**config.mk**
```make
export PLATFORM = sky130hd
export DESIGN_NAME = rffe_slave
export DESIGN_NICKNAME = d
export VERILOG_FILES = /design/src/rtl/rffe_slave.sv
export SDC_FILE = /design/constraint.sdc
export NUM_CORES = 1
export LEC_CHECK = 0
export ABC_AREA = 1
export BUFFER_PORTS_ARGS = -buffer_cell sky130_fd_sc_hd__buf_2
export CORE_MARGIN = 2
export CORE_UTILIZATION = 40
export DETAILED_ROUTE_END_ITERATION = 10
export GPL_ROUTABILITY_DRIVEN = 0
export SYNTH_ARGS = -nofsm -noshare
export SYNTH_HDL_FRONTEND = slang
export SYNTH_SLANG_ARGS = --single-unit
```
**constraint.sdc**
```tcl
create_clock -name clk -period 3.15 [get_ports clk]
set_input_delay 0.63 -clock clk [delete_from_list [all_inputs] [get_ports clk]]
set_output_delay 0.63 -clock clk [all_outputs]
set_load 0.05 [all_outputs]
```
**src/rtl/rffe_slave.sv**
```systemverilog
module rffe_slave #(
  parameter int BCAST_LO  = 27,
  parameter int BCAST_HI  = 31,
  parameter int MAX_BYTES = 4
) (
  input  logic       clk,
  input  logic       rst_n,
  input  logic       sclk,
  input  logic       sdata_in,
  output logic       sdata_out,
  output logic       sdata_oe,
  input  logic [3:0] usid,
  output logic       wr_en,
  output logic [7:0] wr_addr,
  output logic [7:0] wr_data,
  output logic       rd_en,
  output logic [7:0] rd_addr,
  input  logic [7:0] rd_data
);
  localparam logic [7:0] BLO    = 8'(BCAST_LO);
  localparam logic [7:0] BHI    = 8'(BCAST_HI);
  localparam logic [3:0] BC_MAX = 4'(MAX_BYTES - 1);

  typedef enum logic [2:0] {IDLE, CMD, WDAT, EADR, EDAT, RDOUT, PARK} st_t;

  logic [2:0]  ck_q, dt_q;
  logic        arm, par, bc;
  st_t         st;
  logic [3:0]  cnt, left;
  logic [11:0] sh;
  logic [7:0]  addr;
  logic [8:0]  rsh;

  wire sck     = ck_q[1];
  wire sd      = dt_q[1];
  wire sck_r   = sck & ~ck_q[2];
  wire sck_f   = ~sck & ck_q[2];
  wire sd_r    = sd & ~dt_q[2];
  wire sd_f    = ~sd & dt_q[2];
  wire ssc_det = arm & sd_f & ~sck;
  wire pok     = par ^ sd;
  wire id_hit  = sh[11:8] == usid;
  wire bc_hit  = sh[11:8] == 4'd0;
  wire [7:0] a5 = {3'b000, sh[4:0]};

  function automatic logic in_bc(input logic [7:0] a);
    return (a >= BLO) && (a <= BHI);
  endfunction

  always_ff @(posedge clk or negedge rst_n) begin
    if (!rst_n) begin
      ck_q <= '0; dt_q <= '0; arm <= 1'b0;
      st <= IDLE; cnt <= '0; left <= '0; sh <= '0; par <= 1'b0;
      bc <= 1'b0; addr <= '0; rsh <= '0;
      sdata_out <= 1'b0; sdata_oe <= 1'b0;
      wr_en <= 1'b0; wr_addr <= '0; wr_data <= '0;
      rd_en <= 1'b0; rd_addr <= '0;
    end else begin
      ck_q  <= {ck_q[1:0], sclk};
      dt_q  <= {dt_q[1:0], sdata_in};
      wr_en <= 1'b0;
      rd_en <= 1'b0;
      if (sck || ssc_det) arm <= 1'b0;
      else if (sd_r)      arm <= 1'b1;

      if (ssc_det) begin
        st <= CMD; cnt <= '0; par <= 1'b0;
        sdata_oe <= 1'b0; sdata_out <= 1'b0;
      end else begin
        case (st)
          CMD: if (sck_f) begin
            sh  <= {sh[10:0], sd};
            par <= par ^ sd;
            cnt <= cnt + 4'd1;
            if (cnt == 4'd12) begin
              cnt <= '0; par <= 1'b0; st <= IDLE;
              if (pok) begin
                if (sh[7]) begin
                  if (id_hit) begin
                    wr_en <= 1'b1; wr_addr <= '0; wr_data <= {1'b0, sh[6:0]};
                  end
                end else if (sh[6:5] == 2'b10) begin
                  addr <= a5;
                  if (id_hit || (bc_hit && in_bc(a5))) st <= WDAT;
                end else if (sh[6:5] == 2'b11) begin
                  if (id_hit) begin
                    rd_en <= 1'b1; rd_addr <= a5; st <= RDOUT;
                  end
                end else if (sh[6:4] == 3'b000) begin
                  if ((id_hit || bc_hit) && sh[3:0] <= BC_MAX) begin
                    left <= sh[3:0]; bc <= ~id_hit; st <= EADR;
                  end
                end
              end
            end
          end
          WDAT, EADR, EDAT: if (sck_f) begin
            sh  <= {sh[10:0], sd};
            par <= par ^ sd;
            cnt <= cnt + 4'd1;
            if (cnt == 4'd8) begin
              cnt <= '0; par <= 1'b0;
              if (!pok) st <= IDLE;
              else if (st == WDAT) begin
                wr_en <= 1'b1; wr_addr <= addr; wr_data <= sh[7:0]; st <= IDLE;
              end else if (st == EADR) begin
                addr <= sh[7:0]; st <= EDAT;
              end else begin
                if (!bc || in_bc(addr)) begin
                  wr_en <= 1'b1; wr_addr <= addr; wr_data <= sh[7:0];
                end
                addr <= addr + 8'd1;
                if (left == 4'd0) st <= IDLE;
                else left <= left - 4'd1;
              end
            end
          end
          RDOUT: if (sck_r) begin
            cnt <= cnt + 4'd1;
            if (cnt == 4'd0) rsh <= {rd_data, ~^rd_data};
            else if (cnt <= 4'd9) begin
              sdata_oe <= 1'b1; sdata_out <= rsh[8]; rsh <= {rsh[7:0], 1'b0};
            end else begin
              sdata_out <= 1'b0; cnt <= '0; st <= PARK;
            end
          end
          PARK: if (sck_f) begin
            sdata_oe <= 1'b0; st <= IDLE;
          end
          default: st <= IDLE;
        endcase
      end
    end
  end
endmodule

```
Yosys cells after proc, flatten, opt, wreduce, memory -nomap -nowiden
Index checks and enable logic that the tools add are counted.
{ "word_totals": {"inputBits": 16, "regBits": 74} }
{ "op_classes": {"mux": 123, "reduce_logical": 36, "n_eq_ne": 41, "n_addsub": 3, "bitwise": 16, "magnitude_cmp": 6} }
{ "ops": {"columns": ["operator", "n"], "rows": [
  ["2-to-1 mux 8 bit", 32],
  ["2-to-1 mux 4 bit", 22],
  ["2-to-1 mux 3 bit", 18],
  ["case mux 8 bit (2 select lines)", 3],
  ["2-to-1 mux 1 bit", 37],
  ["!= test 2 bit, second input constant", 18],
  ["!= test 3 bit, second input constant", 11],
  ["2-to-1 mux 9 bit", 2],
  ["AND reduction 9 bit", 2],
  ["AND reduction 16 bit", 1],
  ["logical NOT 4 bit", 3],
  ["case mux 3 bit (4 select lines)", 1],
  ["case mux 4 bit (3 select lines)", 1],
  ["AND reduction 12 bit", 1],
  ["AND reduction 11 bit", 1],
  ["AND reduction 10 bit", 1],
  ["nonzero test 2 bit", 5],
  ["equality test 3 bit, second input constant", 3],
  ["NOT 1 bit", 9],
  ["AND reduction 3 bit", 3],
  ["adder 8 x 1 -> 8 bit, second input constant", 1],
  ["equality test 4 bit, second input constant", 2],
  ["greater-or-equal comparator 8 x 5 -> 1 bit, second input constant", 1],
  ["less-or-equal comparator 8 x 5 -> 1 bit, second input constant", 1],
  ["other kinds (27)", 46]
]} }

Longest topological paths before layout
{ "depth": {"ltp_word": 13, "depth_mapped": 13} }

Worst setup path before layout
No wires, ideal clock.
{ "synth_timing": {"kind": "input-to-reg", "start": "input port usid[1]", "end": "register left[0]", "n_path_buf": 0, "arrival_time_ps": 1650, "required_ps": 3033, "stages": 11, "path_slack_ps": 1383, "path_cell_list": "inv_1 -> nand2_1 -> nand2_1 -> nor2_1 -> nand2_1 -> nand2_1 -> nand2_1 -> o21ai_0 -> nand2_1 -> nand2_1 -> nand2_1"} }
{ "synth_via": {"elab_chain_cells": 5} }
{ "synth_rtl": {"columns": ["element", "line", "source"], "rows": [
  ["start, declared", "12", "input logic [3:0] usid,"],
  ["equality test 4 bit", "42", "wire id_hit = sh[11:8] == usid;"],
  ["logical OR 1 bit", "90", "if ((id_hit || bc_hit) && sh[3:0] <= BC_MAX) begin"],
  ["logical AND 1 bit", "90", null],
  ["!= test 2 bit (no source line)", null, null],
  ["AND reduction 16 bit (no source line)", null, null],
  ["end signal, assigned", "114", "else left <= left - 4'd1;"],
  ["end, declared", "29", "logic [3:0] cnt, left;"]
]} }
No other way between the ends.
A chain may end at the register's enable or synchronous reset.

Worst setup path in the final report
{ "layout_timing": {"start": "register st[2]", "end": "register wr_data[2]"} }
{ "layout_via": {"elab_chain_cells": 6, "word_cells_on_any_way": 22, "classes_between": "14 x eq/ne; 5 x mux; 3 x reduce/logical"} }
{ "layout_rtl": {"columns": ["element", "line", "source"], "rows": [
  ["start, declared", "28", "st_t st;"],
  ["start signal, assigned", "53", "st <= IDLE; cnt <= '0; left <= '0; sh <= '0; par <= 1'b0;"],
  ["start signal, assigned", "67", "st <= CMD; cnt <= '0; par <= 1'b0;"],
  ["start signal, assigned", "76", "cnt <= '0; par <= 1'b0; st <= IDLE;"],
  ["equality test 3 x 2 -> 1 bit", "70, 104", null],
  ["2-to-1 mux 8 bit", "104", "else if (st == WDAT) begin"],
  ["2-to-1 mux 8 bit", "103", "if (!pok) st <= IDLE;"],
  ["2-to-1 mux 8 bit", "101", "if (cnt == 4'd8) begin"],
  ["2-to-1 mux 8 bit", "97", "WDAT, EADR, EDAT: if (sck_f) begin"],
  ["case mux 8 bit (2 select lines)", "70", "case (st)"],
  ["end signal, assigned", "80", "wr_en <= 1'b1; wr_addr <= '0; wr_data <= {1'b0, sh[6:0]};"],
  ["end signal, assigned", "105", "wr_en <= 1'b1; wr_addr <= addr; wr_data <= sh[7:0]; st <= IDLE;"],
  ["end signal, assigned", "110", "wr_en <= 1'b1; wr_addr <= addr; wr_data <= sh[7:0];"],
  ["end, declared", "15", "output logic [7:0] wr_data,"]
]} }
Several ways; a longest one is shown, not always the timed one. The select of a mux whose other input is x is not followed.

==> results.toml <==
[finish]
layout_common_cells = "nand2_1 (177), dfrtp_1 (74), inv_1 (67)"
drive_above_1_share_pct = 13.58
syn_to_final_growth_pct = 12.22
layout.nets = 605
layout_commonest_cell = "nand2_1"
antenna_cells = 0

[cts]
clock_latency_ns = 0.35
cts.sinks = 74
cts_tree = "built"
cts.repair.resized = 0
clkTransAtPathRegs_ns = 0.07
postCtsHoldBufs = 0
cts_root_buf = "clkbuf_8"
cts_made_buffers = 9
clock_path_buffers = 2
h-tree-depth = 3
cts_setup_buffers = 0

[setup_path]
path_delay_family = "simple AND/OR/NAND/NOR gates"
path_class = "flip-flop to flip-flop"
critPathMostFrequentCell = "nand2_1"
slowest_delay_ns = 0.44
worst_ep_arrival_time_ns = 2.46
crit_slowest_cell = "dfrtp_1"
path_cells = "inv_2 -> nand3_2 -> nand2_1 -> inv_1 -> nand2_2 -> nand2_1 -> nor2_4 -> nand2_4 -> nand2_1 -> nand2_1"
crit_path_start_kind = "flip-flop"
cp-end-kind = "flip-flop"
crit_cells = 10
path_max_fanout = 25
required_ns = 3.39
crit_buf_inv = 2
r2r_cells = 10

[timing]
fin_ws_ns = 0.9338
worstMarginPinSlew_ns = 0.9117
finalCritPeriodShare_pct = 70.35
fin_worst_skew_ns = 0.01060
fin_tns_setup_ns = 0
setup_viol = 0
fin_crit_ns = 2.216
rsz0062_at_grt = "false"
final_max_slew_viol_count = 0
clock.fmax_ghz = 0.4512
finalHoldViolCount = 0
max_slew_margin_pct = 39.22

[logic_synthesis]
yosys_most_used_dff = "dfrtp_1"
synth_seq_cells = 74
ys_seq_area_share_pct = 44.97
yosys.area.top_type = "dfrtp_1"
synth-async-reset-ratio_pct = 100.0
synth.distinct_cells = 34
yosys-top-cells-area = "dfrtp_1 (45%), nand2_1 (16%), o21ai_0 (6.3%)"
synth_top_area_share_pct = 44.97
synth-edff-count = 0
syn_inst = 546
syn_area_sq_um = 4118
ys_warn_count = 0
syn_area_per_cell_sq_um = 7.542

[pwr]
intPower_mw = 1.548
pwr-share-comb_pct = 18.1
clkPwrFrac_pct = 34.8
pwr-share-seq_pct = 47.1
ir_worst_vdd_v = 0.0003920
swShare_pct = 30.98
power_leakage_nw = 2.475
power.density_nw_per_um2 = 485.4
p_sw_uw = 694.9

[hold_path]
hp-class = "flip-flop to flip-flop"
holdPathStages = 0

[global_route]
grt_max_degree = 75
grt-ovfl-total = 0
grt_usage_pct = 17.56
antenna_found_initial = 0
grt_pass1_vias = 3439
grt_pass1_wl_um = 15820

[route]
first_iter_violations = 172
drc = 0
drtPass1Iterations = 4
vias = 3507
wl_per_cell_um = 12.38
avgViaCountPerCell = 4.837
ant_nets = 0
finalWirelength_um = 8974

[run]
cap_violations = 0

[die]
die_area_sq_um = 11120
coreArea_sq_um = 10140
die_w_um = 105.5
die_h_um = 105.5
ios = 44
start_util_pct = 40.61
num_rows = 37

[placement]
post-place-ws_ns = 0.9470
io_buffers = 40
post-dp-hpwl_um = 6638

[outcome]
status = "completed"
-- routing by layer --
| layer | global-route usage [%] | wire [um] | up-vias |
|---|---|---|---|
| met2 | 28.89 | 4184 | 70 |
| met3 | 4.824 | 384 | 6 |
| met5 | 0 | 0 | - |
| li1 | - | - | 1803 |
| met1 | 22.60 | 4308 | 1628 |
| met4 | 5.143 | 97 | 0 |
-- per-stage QoR --
step	instances	cell area, sq um	hold slack, ns	utilization, %	power [mW]
floorplan	548	4125	0.3312	-	1.369
global placement	709	4405	0.3354	43.45	1.473
detailed placement	709	4405	0.3347	43.45	1.483
CTS	725	4621	0.3528	45.58	2.269
global route	725	4621	0.3578	45.58	2.376
finish	725	4621	0.3514	45.58	2.243
-- cell usage after synthesis (4+ instances only) --
library cell and number:
nand2_1 177, ha_1 5, nand4_1 6, clkbuf_1 5, nor2_2 4, nand3_2 4, xnor2_1 8, nor3_1 4
nand3_1 46, nand3b_1 13, inv_1 67, buf_2 4, buf_4 5, inv_2 4, o211ai_1 8, nor2_1 32
dfrtp_1 74, o21ai_0 52
-- worst paths after layout --
kind | startpoint | endpoint | slack [ns]
worst max-delay path | st[2] | wr_data[2] | 0.93
worst min-delay path | ck_q[0] | ck_q[1] | 0.35
worst max register to register | st[2] | wr_data[2] | 0.93
worst min register to register | ck_q[0] | ck_q[1] | 0.35
max in group asynchronous | rst_n | addr[5] | 2.15
min in group asynchronous | rst_n | rd_en | 0.41
-- registers in the layout (all words and copies together) (netlist names), 4 cells and up --
register  cells
cnt           4
sh           12
wr_addr       8
addr          8
rsh           9
rd_addr       5
wr_data       8
left          4
-- power groups by stage --
stage                     combinational (mW)  sequential [mW]  clock [mW]
final                                  0.405             1.06       0.780
after global routing                   0.466             1.07       0.844
after CTS                              0.411             1.06       0.802
after detailed placement               0.409             1.07           0
after global placement                 0.399             1.07           0
after floorplan                        0.285             1.08           0
-- final cells by class --
cell class	count	area (sq um)
multi-input combinational	385	1892
clock buffer	13	168.9
inverter	71	266.5
sequential	74	1852
clock inverter	3	46.29
timing repair buffer	43	225.2
tap	136	170.2
fill	1049	5518
-- logic make-up after synthesis --
kind of cell / Yosys count / synth area share (%)
simple gates: 296 / 32.57
buf+inv: 89 / 9.268
flops: 74 / 44.97
compound gates: 70 / 9.237
xor+xnor: 11 / 2.340
fa+ha+maj: 5 / 1.519
other cells: 1 / 0.09107
Power figures use the tool's default switching activity.
